<file path="src/rtl/ifx_pkg.sv">
package ifx_pkg;

  localparam int UNIT_W = 12;
  localparam int DEV_W  = 12;
  localparam int PRIV_W = 4;

  typedef enum logic [1:0] {
    VAR_TRAP = 2'd0,
    VAR_ZERO = 2'd1,
    VAR_ONES = 2'd2,
    VAR_RSVD = 2'd3
  } xvariant_e;

  localparam logic [PRIV_W-1:0] PRIV_USER  = 4'b0001;
  localparam logic [PRIV_W-1:0] PRIV_SUPER = 4'b0010;
  localparam logic [PRIV_W-1:0] PRIV_HYPER = 4'b0100;
  localparam logic [PRIV_W-1:0] PRIV_MACH  = 4'b1000;

  // Fallback unit number selected by the instruction variant on a miss.
  function automatic logic [UNIT_W-1:0] miss_unit(input logic [1:0] variant);
    logic [UNIT_W-1:0] u;
    case (xvariant_e'(variant))
      VAR_ZERO: u = UNIT_W'(1);
      VAR_ONES: u = UNIT_W'(2);
      default:  u = '0;
    endcase
    return u;
  endfunction

endpackage

</file>
<file path="src/rtl/ifx_table.sv">
module ifx_table
  import ifx_pkg::*;
#(
  parameter int ENTRIES = 8,
  parameter int ID_W    = 20,
  parameter int IDX_W   = 3
) (
  input  logic                                 clk,
  input  logic                                 rst_n,
  input  logic                                 clear,
  input  logic                                 wr_en,
  input  logic [IDX_W-1:0]                     wr_idx,
  input  logic [ID_W-1:0]                      wr_ident,
  input  logic [DEV_W-1:0]                     wr_dev,
  input  logic [PRIV_W-1:0]                    wr_priv,
  input  logic [UNIT_W-1:0]                    wr_unit,
  output logic [ENTRIES-1:0]                   ent_valid,
  output logic [ENTRIES-1:0][ID_W-1:0]         ent_ident,
  output logic [ENTRIES-1:0][DEV_W-1:0]        ent_dev,
  output logic [ENTRIES-1:0][PRIV_W-1:0]       ent_priv,
  output logic [ENTRIES-1:0][UNIT_W-1:0]       ent_unit
);

  for (genvar g = 0; g < ENTRIES; g++) begin : g_ent
    logic              sel;
    logic              valid_d, valid_q;
    logic [ID_W-1:0]   ident_q;
    logic [DEV_W-1:0]  dev_q;
    logic [PRIV_W-1:0] priv_q;
    logic [UNIT_W-1:0] unit_q;

    assign sel = wr_en && (wr_idx == IDX_W'(g));

    // Clear dominates a write in the same cycle.
    always_comb begin
      valid_d = valid_q;
      if (clear)    valid_d = 1'b0;
      else if (sel) valid_d = 1'b1;
    end

    always_ff @(posedge clk or negedge rst_n) begin
      if (!rst_n) valid_q <= 1'b0;
      else        valid_q <= valid_d;
    end

    // Payload fields carry no reset; they are qualified by valid_q.
    always_ff @(posedge clk) begin
      if (sel) begin
        ident_q <= wr_ident;
        dev_q   <= wr_dev;
        priv_q  <= wr_priv;
        unit_q  <= wr_unit;
      end
    end

    assign ent_valid[g] = valid_q;
    assign ent_ident[g] = ident_q;
    assign ent_dev[g]   = dev_q;
    assign ent_priv[g]  = priv_q;
    assign ent_unit[g]  = unit_q;
  end

endmodule

</file>
<file path="src/rtl/ifx_match.sv">
module ifx_match
  import ifx_pkg::*;
#(
  parameter int ENTRIES = 8,
  parameter int ID_W    = 20
) (
  input  logic [ENTRIES-1:0]                   ent_valid,
  input  logic [ENTRIES-1:0][ID_W-1:0]         ent_ident,
  input  logic [ENTRIES-1:0][DEV_W-1:0]        ent_dev,
  input  logic [ENTRIES-1:0][PRIV_W-1:0]       ent_priv,
  input  logic [ENTRIES-1:0][UNIT_W-1:0]       ent_unit,
  input  logic [ID_W-1:0]                      key_ident,
  input  logic [DEV_W-1:0]                     key_dev,
  input  logic [PRIV_W-1:0]                    key_priv,
  output logic                                 hit,
  output logic [ENTRIES-1:0]                   grant,
  output logic [UNIT_W-1:0]                    unit
);

  logic [ENTRIES-1:0] cand;

  for (genvar g = 0; g < ENTRIES; g++) begin : g_cmp
    assign cand[g] = ent_valid[g]
                   && (ent_ident[g] == key_ident)
                   && (ent_dev[g]   == key_dev)
                   && (ent_priv[g]  == key_priv);
  end

  // Isolate the lowest set candidate: lowest index has priority.
  assign grant = cand & (~cand + ENTRIES'(1));
  assign hit   = |cand;

  always_comb begin
    unit = '0;
    for (int i = 0; i < ENTRIES; i++) begin
      unit = unit | (grant[i] ? ent_unit[i] : '0);
    end
  end

endmodule

</file>
<file path="src/rtl/ifx_result.sv">
module ifx_result
  import ifx_pkg::*;
#(
  parameter int XLEN = 32
) (
  input  logic                   clk,
  input  logic                   rst_n,
  input  logic                   req_valid,
  input  logic [1:0]             req_variant,
  input  logic                   hit,
  input  logic [UNIT_W-1:0]      hit_unit,
  input  logic [XLEN-UNIT_W-1:0] req_data,
  output logic                   done,
  output logic [XLEN-1:0]        rd
);

  localparam int HI_W = XLEN - UNIT_W;

  logic [XLEN-1:0] rd_d, rd_q;
  logic            done_d, done_q;

  always_comb begin
    if (hit) rd_d = {req_data, hit_unit};
    else     rd_d = {{HI_W{1'b0}}, miss_unit(req_variant)};
    done_d = req_valid;
  end

  always_ff @(posedge clk or negedge rst_n) begin
    if (!rst_n) begin
      done_q <= 1'b0;
      rd_q   <= '0;
    end else begin
      done_q <= done_d;
      if (req_valid) rd_q <= rd_d;
    end
  end

  assign done = done_q;
  assign rd   = rd_q;

endmodule

</file>
<file path="src/rtl/ifid_xlate.sv">
module ifid_xlate
  import ifx_pkg::*;
#(
  parameter int XLEN    = 32,
  parameter int ENTRIES = 8,
  localparam int ID_W   = XLEN - DEV_W,
  localparam int IDX_W  = (ENTRIES > 1) ? $clog2(ENTRIES) : 1
) (
  input  logic                   clk,
  input  logic                   rst_n,
  input  logic                   tbl_clear,
  input  logic                   tbl_wr_en,
  input  logic [IDX_W-1:0]       tbl_wr_idx,
  input  logic [ID_W-1:0]        tbl_wr_ident,
  input  logic [DEV_W-1:0]       tbl_wr_dev,
  input  logic [PRIV_W-1:0]      tbl_wr_priv,
  input  logic [UNIT_W-1:0]      tbl_wr_unit,
  input  logic                   req_valid,
  input  logic [1:0]             req_variant,
  input  logic [PRIV_W-1:0]      req_priv,
  input  logic [XLEN-1:0]        req_rs1,
  input  logic [XLEN-UNIT_W-1:0] req_data,
  output logic                   rsp_done,
  output logic [XLEN-1:0]        rsp_rd
);

  logic [ENTRIES-1:0]             entry_valid;
  logic [ENTRIES-1:0][ID_W-1:0]   ent_ident;
  logic [ENTRIES-1:0][DEV_W-1:0]  ent_dev;
  logic [ENTRIES-1:0][PRIV_W-1:0] ent_priv;
  logic [ENTRIES-1:0][UNIT_W-1:0] ent_unit;
  logic [ENTRIES-1:0]             grant;
  logic                           hit;
  logic [UNIT_W-1:0]              hit_unit;

  ifx_table #(
    .ENTRIES(ENTRIES), .ID_W(ID_W), .IDX_W(IDX_W)
  ) u_table (
    .clk      (clk),
    .rst_n    (rst_n),
    .clear    (tbl_clear),
    .wr_en    (tbl_wr_en),
    .wr_idx   (tbl_wr_idx),
    .wr_ident (tbl_wr_ident),
    .wr_dev   (tbl_wr_dev),
    .wr_priv  (tbl_wr_priv),
    .wr_unit  (tbl_wr_unit),
    .ent_valid(entry_valid),
    .ent_ident(ent_ident),
    .ent_dev  (ent_dev),
    .ent_priv (ent_priv),
    .ent_unit (ent_unit)
  );

  ifx_match #(
    .ENTRIES(ENTRIES), .ID_W(ID_W)
  ) u_match (
    .ent_valid(entry_valid),
    .ent_ident(ent_ident),
    .ent_dev  (ent_dev),
    .ent_priv (ent_priv),
    .ent_unit (ent_unit),
    .key_ident(req_rs1[XLEN-1:DEV_W]),
    .key_dev  (req_rs1[DEV_W-1:0]),
    .key_priv (req_priv),
    .hit      (hit),
    .grant    (grant),
    .unit     (hit_unit)
  );

  ifx_result #(
    .XLEN(XLEN)
  ) u_result (
    .clk        (clk),
    .rst_n      (rst_n),
    .req_valid  (req_valid),
    .req_variant(req_variant),
    .hit        (hit),
    .hit_unit   (hit_unit),
    .req_data   (req_data),
    .done       (rsp_done),
    .rd         (rsp_rd)
  );

endmodule

</file>
<file path="config.mk">
export PLATFORM = sky130hd
export DESIGN_NAME = ifid_xlate
export DESIGN_NICKNAME = d
export VERILOG_FILES = /design/src/rtl/ifx_pkg.sv /design/src/rtl/ifx_table.sv /design/src/rtl/ifx_match.sv /design/src/rtl/ifx_result.sv /design/src/rtl/ifid_xlate.sv
export SDC_FILE = /design/constraint.sdc
export NUM_CORES = 1
export LEC_CHECK = 0
export ABC_AREA = 1
export CELL_PAD_IN_SITES_DETAIL_PLACEMENT = 1
export CELL_PAD_IN_SITES_GLOBAL_PLACEMENT = 1
export CORE_ASPECT_RATIO = 0.9
export CORE_MARGIN = 4
export CORE_UTILIZATION = 35
export CTS_CLUSTER_DIAMETER = 150
export DETAILED_ROUTE_END_ITERATION = 16
export PLACE_DENSITY = 0.71
export SETUP_SLACK_MARGIN = 0.15
export SYNTH_ARGS = -nofsm -noshare
export SYNTH_HDL_FRONTEND = slang
export SYNTH_HIERARCHICAL = 1
export SYNTH_SLANG_ARGS = --single-unit
</file>
<file path="constraint.sdc">
create_clock -name clk -period 2.5 [get_ports clk]
set_input_delay 0.5 -clock clk [delete_from_list [all_inputs] [get_ports clk]]
set_output_delay 0.5 -clock clk [all_outputs]
set_load 0.03 [all_outputs]
</file>
==> impl_metrics.toml <==
[routing]
via_count = 15300
drt_iter0_drc = 1695
wire_per_inst_um = 24.3
dr.pass1.iters = 5
detail_route.drc_violations = 0
wirelength_mm = 73.0
antenna_left = 0
post_drt_via_cell_ratio = 5.08

[die]
die-area_mm2 = 0.0594
fp-row-count = 81
fp.coreArea_mm2 = 0.0547
chipWidth_um = 257
io-pin-count = 147
starting_density_of_the_core = 0.356
dieHeight_um = 232

[layout]
final-seq-area_mm2 = 0.0126
areaGrowthSynthToFinish_pct = 31.0
multiInputGateArea_mm2 = 0.00604
n_fill_cell = 5995
finish.utilization = 0.466
drive_gt1_frac = 0.216
finish.cell_count_without_fillers = 3004
final_common_cell = "nand2_1"
final_area_mm2 = 0.0255
finalNetCount = 2374
layout.cells.most_common_list = "nand2_1 (596), edfxtp_1 (384), inv_1 (207), buf_4 (153), nor2_1 (122)"

[setup_path]
critPathSlowestCell = "o21ai_0"
path_common_cell = "nand2_1"
critical_path.endpoint_type = "flop"
critPathMaxStageDelay_ps = 600
timing.reg2reg.setup_slack_ps = 140
cp_data_required_time_ps = 2980
ff2ff_path_depth = 14
timing.critical_path.depth = 14
critical_path_maximum_fanout = 11
path_delay_family = "compound AO/OA/AOI/OAI gates"
cp-start-kind = "flop"
critical_path_arrival_ps = 2840
category_of_the_most_critical_setup_path = "flop to flop"
critical_path_buf_inv_count = 3
timing.critical_path.cells = "o21ai_0 -> nor2_1 -> nand2_1 -> nor2_1 -> nand2_1 -> nor2_2 -> nand2_2 -> o2111ai_2 -> buf_6 -> nand2_4 -> inv_8 -> buf_16 -> nand2_1 -> nand2_1"

[synthesis]
yosysWarnings = 6
synthesis.instances = 1912
synth.net_count = 2026
synth.avg_cell_area_um2 = 10.2
post_synth_instance_area_mm2 = 0.0195

[timing]
timing.final.max_slew_violations = 0
rsz0062_at_grt = "true"
final_skew_ps = 28.4
setup_viol = 0
final-hold-violation-count = 0
slew-limit-headroom = 0.522
timing.fmax_mhz = 424
post_layout_minimum_cycle_time_ps = 2360
max_slew.worst_pin.slew_ps = 710
final.period_utilization = 0.944
finalWorstSetupSlack_ps = 140

[power]
power_frac_comb = 0.095
sw_frac_of_total = 0.245
total_leakage_power_nw = 10.6
switching_power_mw = 4.00
power_density_mw_per_mm2 = 641
power_total_mw = 16.4
vdd.ir_drop.worst_uv = 576
intPower_mw = 12.4
portion_of_total_power_attributed_to_the_clock_network = 0.411
power_frac_seq = 0.494

[grt]
grt_max_degree = 37
global_route.usage.total = 0.238
grt_antenna_before_repair = 6
grt_first_pass_wirelength_mm = 104
grt_pass1_vias = 16000
gr-total-overflow = 0

[flow_run]
max_cap_violations = 0

[clocking]
cts.sink_count = 425
tritoncts = "built"
insertion_delay_ps = 590
cts-htree-levels = 2
cts_inserted_buffers = 48
clock_tree.root_cell = "clkbuf_16"
ctsLongestPathBuffers = 3
clkSlewWorstSetupHoldPaths_ps = 60

[place]
post_dp_cell_area_mm2 = 0.0229
detailedPlacementHpwl_mm = 52.1
gpl.final_weighted_congestion = 0.967
dp_worst_setup_slack_ps = -956
dp_cells = 2874
number_of_input_and_output_port_buffers_inserted = 146

[outcome]
status = "finished, final reports clean"

[worst_hold_path]
timing.hold.worst.class = "input port to async pin"
==> per-layer routing <==
layer | global-route usage | routed length, um | vias to the layer above | share of wire
li1 | - | - | 6918 | -
met1 | 0.321 | 30200 | 7554 | 0.41
met2 | 0.379 | 33000 | 628 | 0.45
met3 | 0.0526 | 6660 | 159 | 0.091
met4 | 0.0948 | 3170 | 6 | 0.043
met5 | 0 | 38 | - | 0.00052
==> repair_timing <==
action | CTS | global route
gates cloned | 5 | 3
hold buffers | 1 | 0
setup endpoints to repair | 32 | 32
hold endpoints to repair | 41 | 0
pin swaps | 49 | 56
setup buffers | 26 | 6
resized for setup | 170 | 88
==> final timing paths <==
check / startpoint / end
hold / removal: rst_n / u_result/rd[20]
max in group asynchronous: rst_n / u_table/g_ent[0].valid_q
hold reg to reg: u_result/rd[31] / u_result/rd[31]
setup / recovery: u_table/g_ent[7].ident_q[19] / u_result/rd[5]
min in group clk: req_data[4] / u_result/rd[16]
setup reg to reg: u_table/g_ent[7].ident_q[19] / u_result/rd[5]
==> through the flow <==
| stage | TNS, ps | hold WS, ps |
|---|---|---|
| after detailed placement | -29710 | 305 |
| after global routing | 0 | 247 |
| final | 0 | 237 |
| after CTS | 0 | 210 |
| after global placement | -27240 | 299 |
| after floorplan | 0 | 204 |
==> sequential cells by signal, summed over array words and instances (netlist names) <==
name                   cells
u_result/done              1
u_result/rd               32
u_table/g_ent.dev_q       96
u_table/g_ent.ident_q    160
u_table/g_ent.priv_q      32
u_table/g_ent.unit_q      96
u_table/g_ent.valid_q      8
==> area by class of cell <==
class	instances	area share
multi-input combinational	1173	0.237
inverter	250	0.0378
clock buffer	64	0.0498
timing repair buffer	362	0.141
antenna	3	0.000294
sequential	425	0.492
tap	705	0.0346
clock inverter	22	0.00736
==> power by group through the flow <==
| stage | Sequential, mW | Clock [mW] | Combinational (mW) |
|---|---|---|---|
| floorplan | 8.20 | 0 | 0.558 |
| global placement | 8.21 | 0 | 1.39 |
| detailed placement | 8.22 | 0 | 1.42 |
| CTS | 8.08 | 6.84 | 1.49 |
| global route | 8.10 | 7.17 | 1.64 |
| finish | 8.08 | 6.73 | 1.55 |
Power figures use the tool's default switching activity.
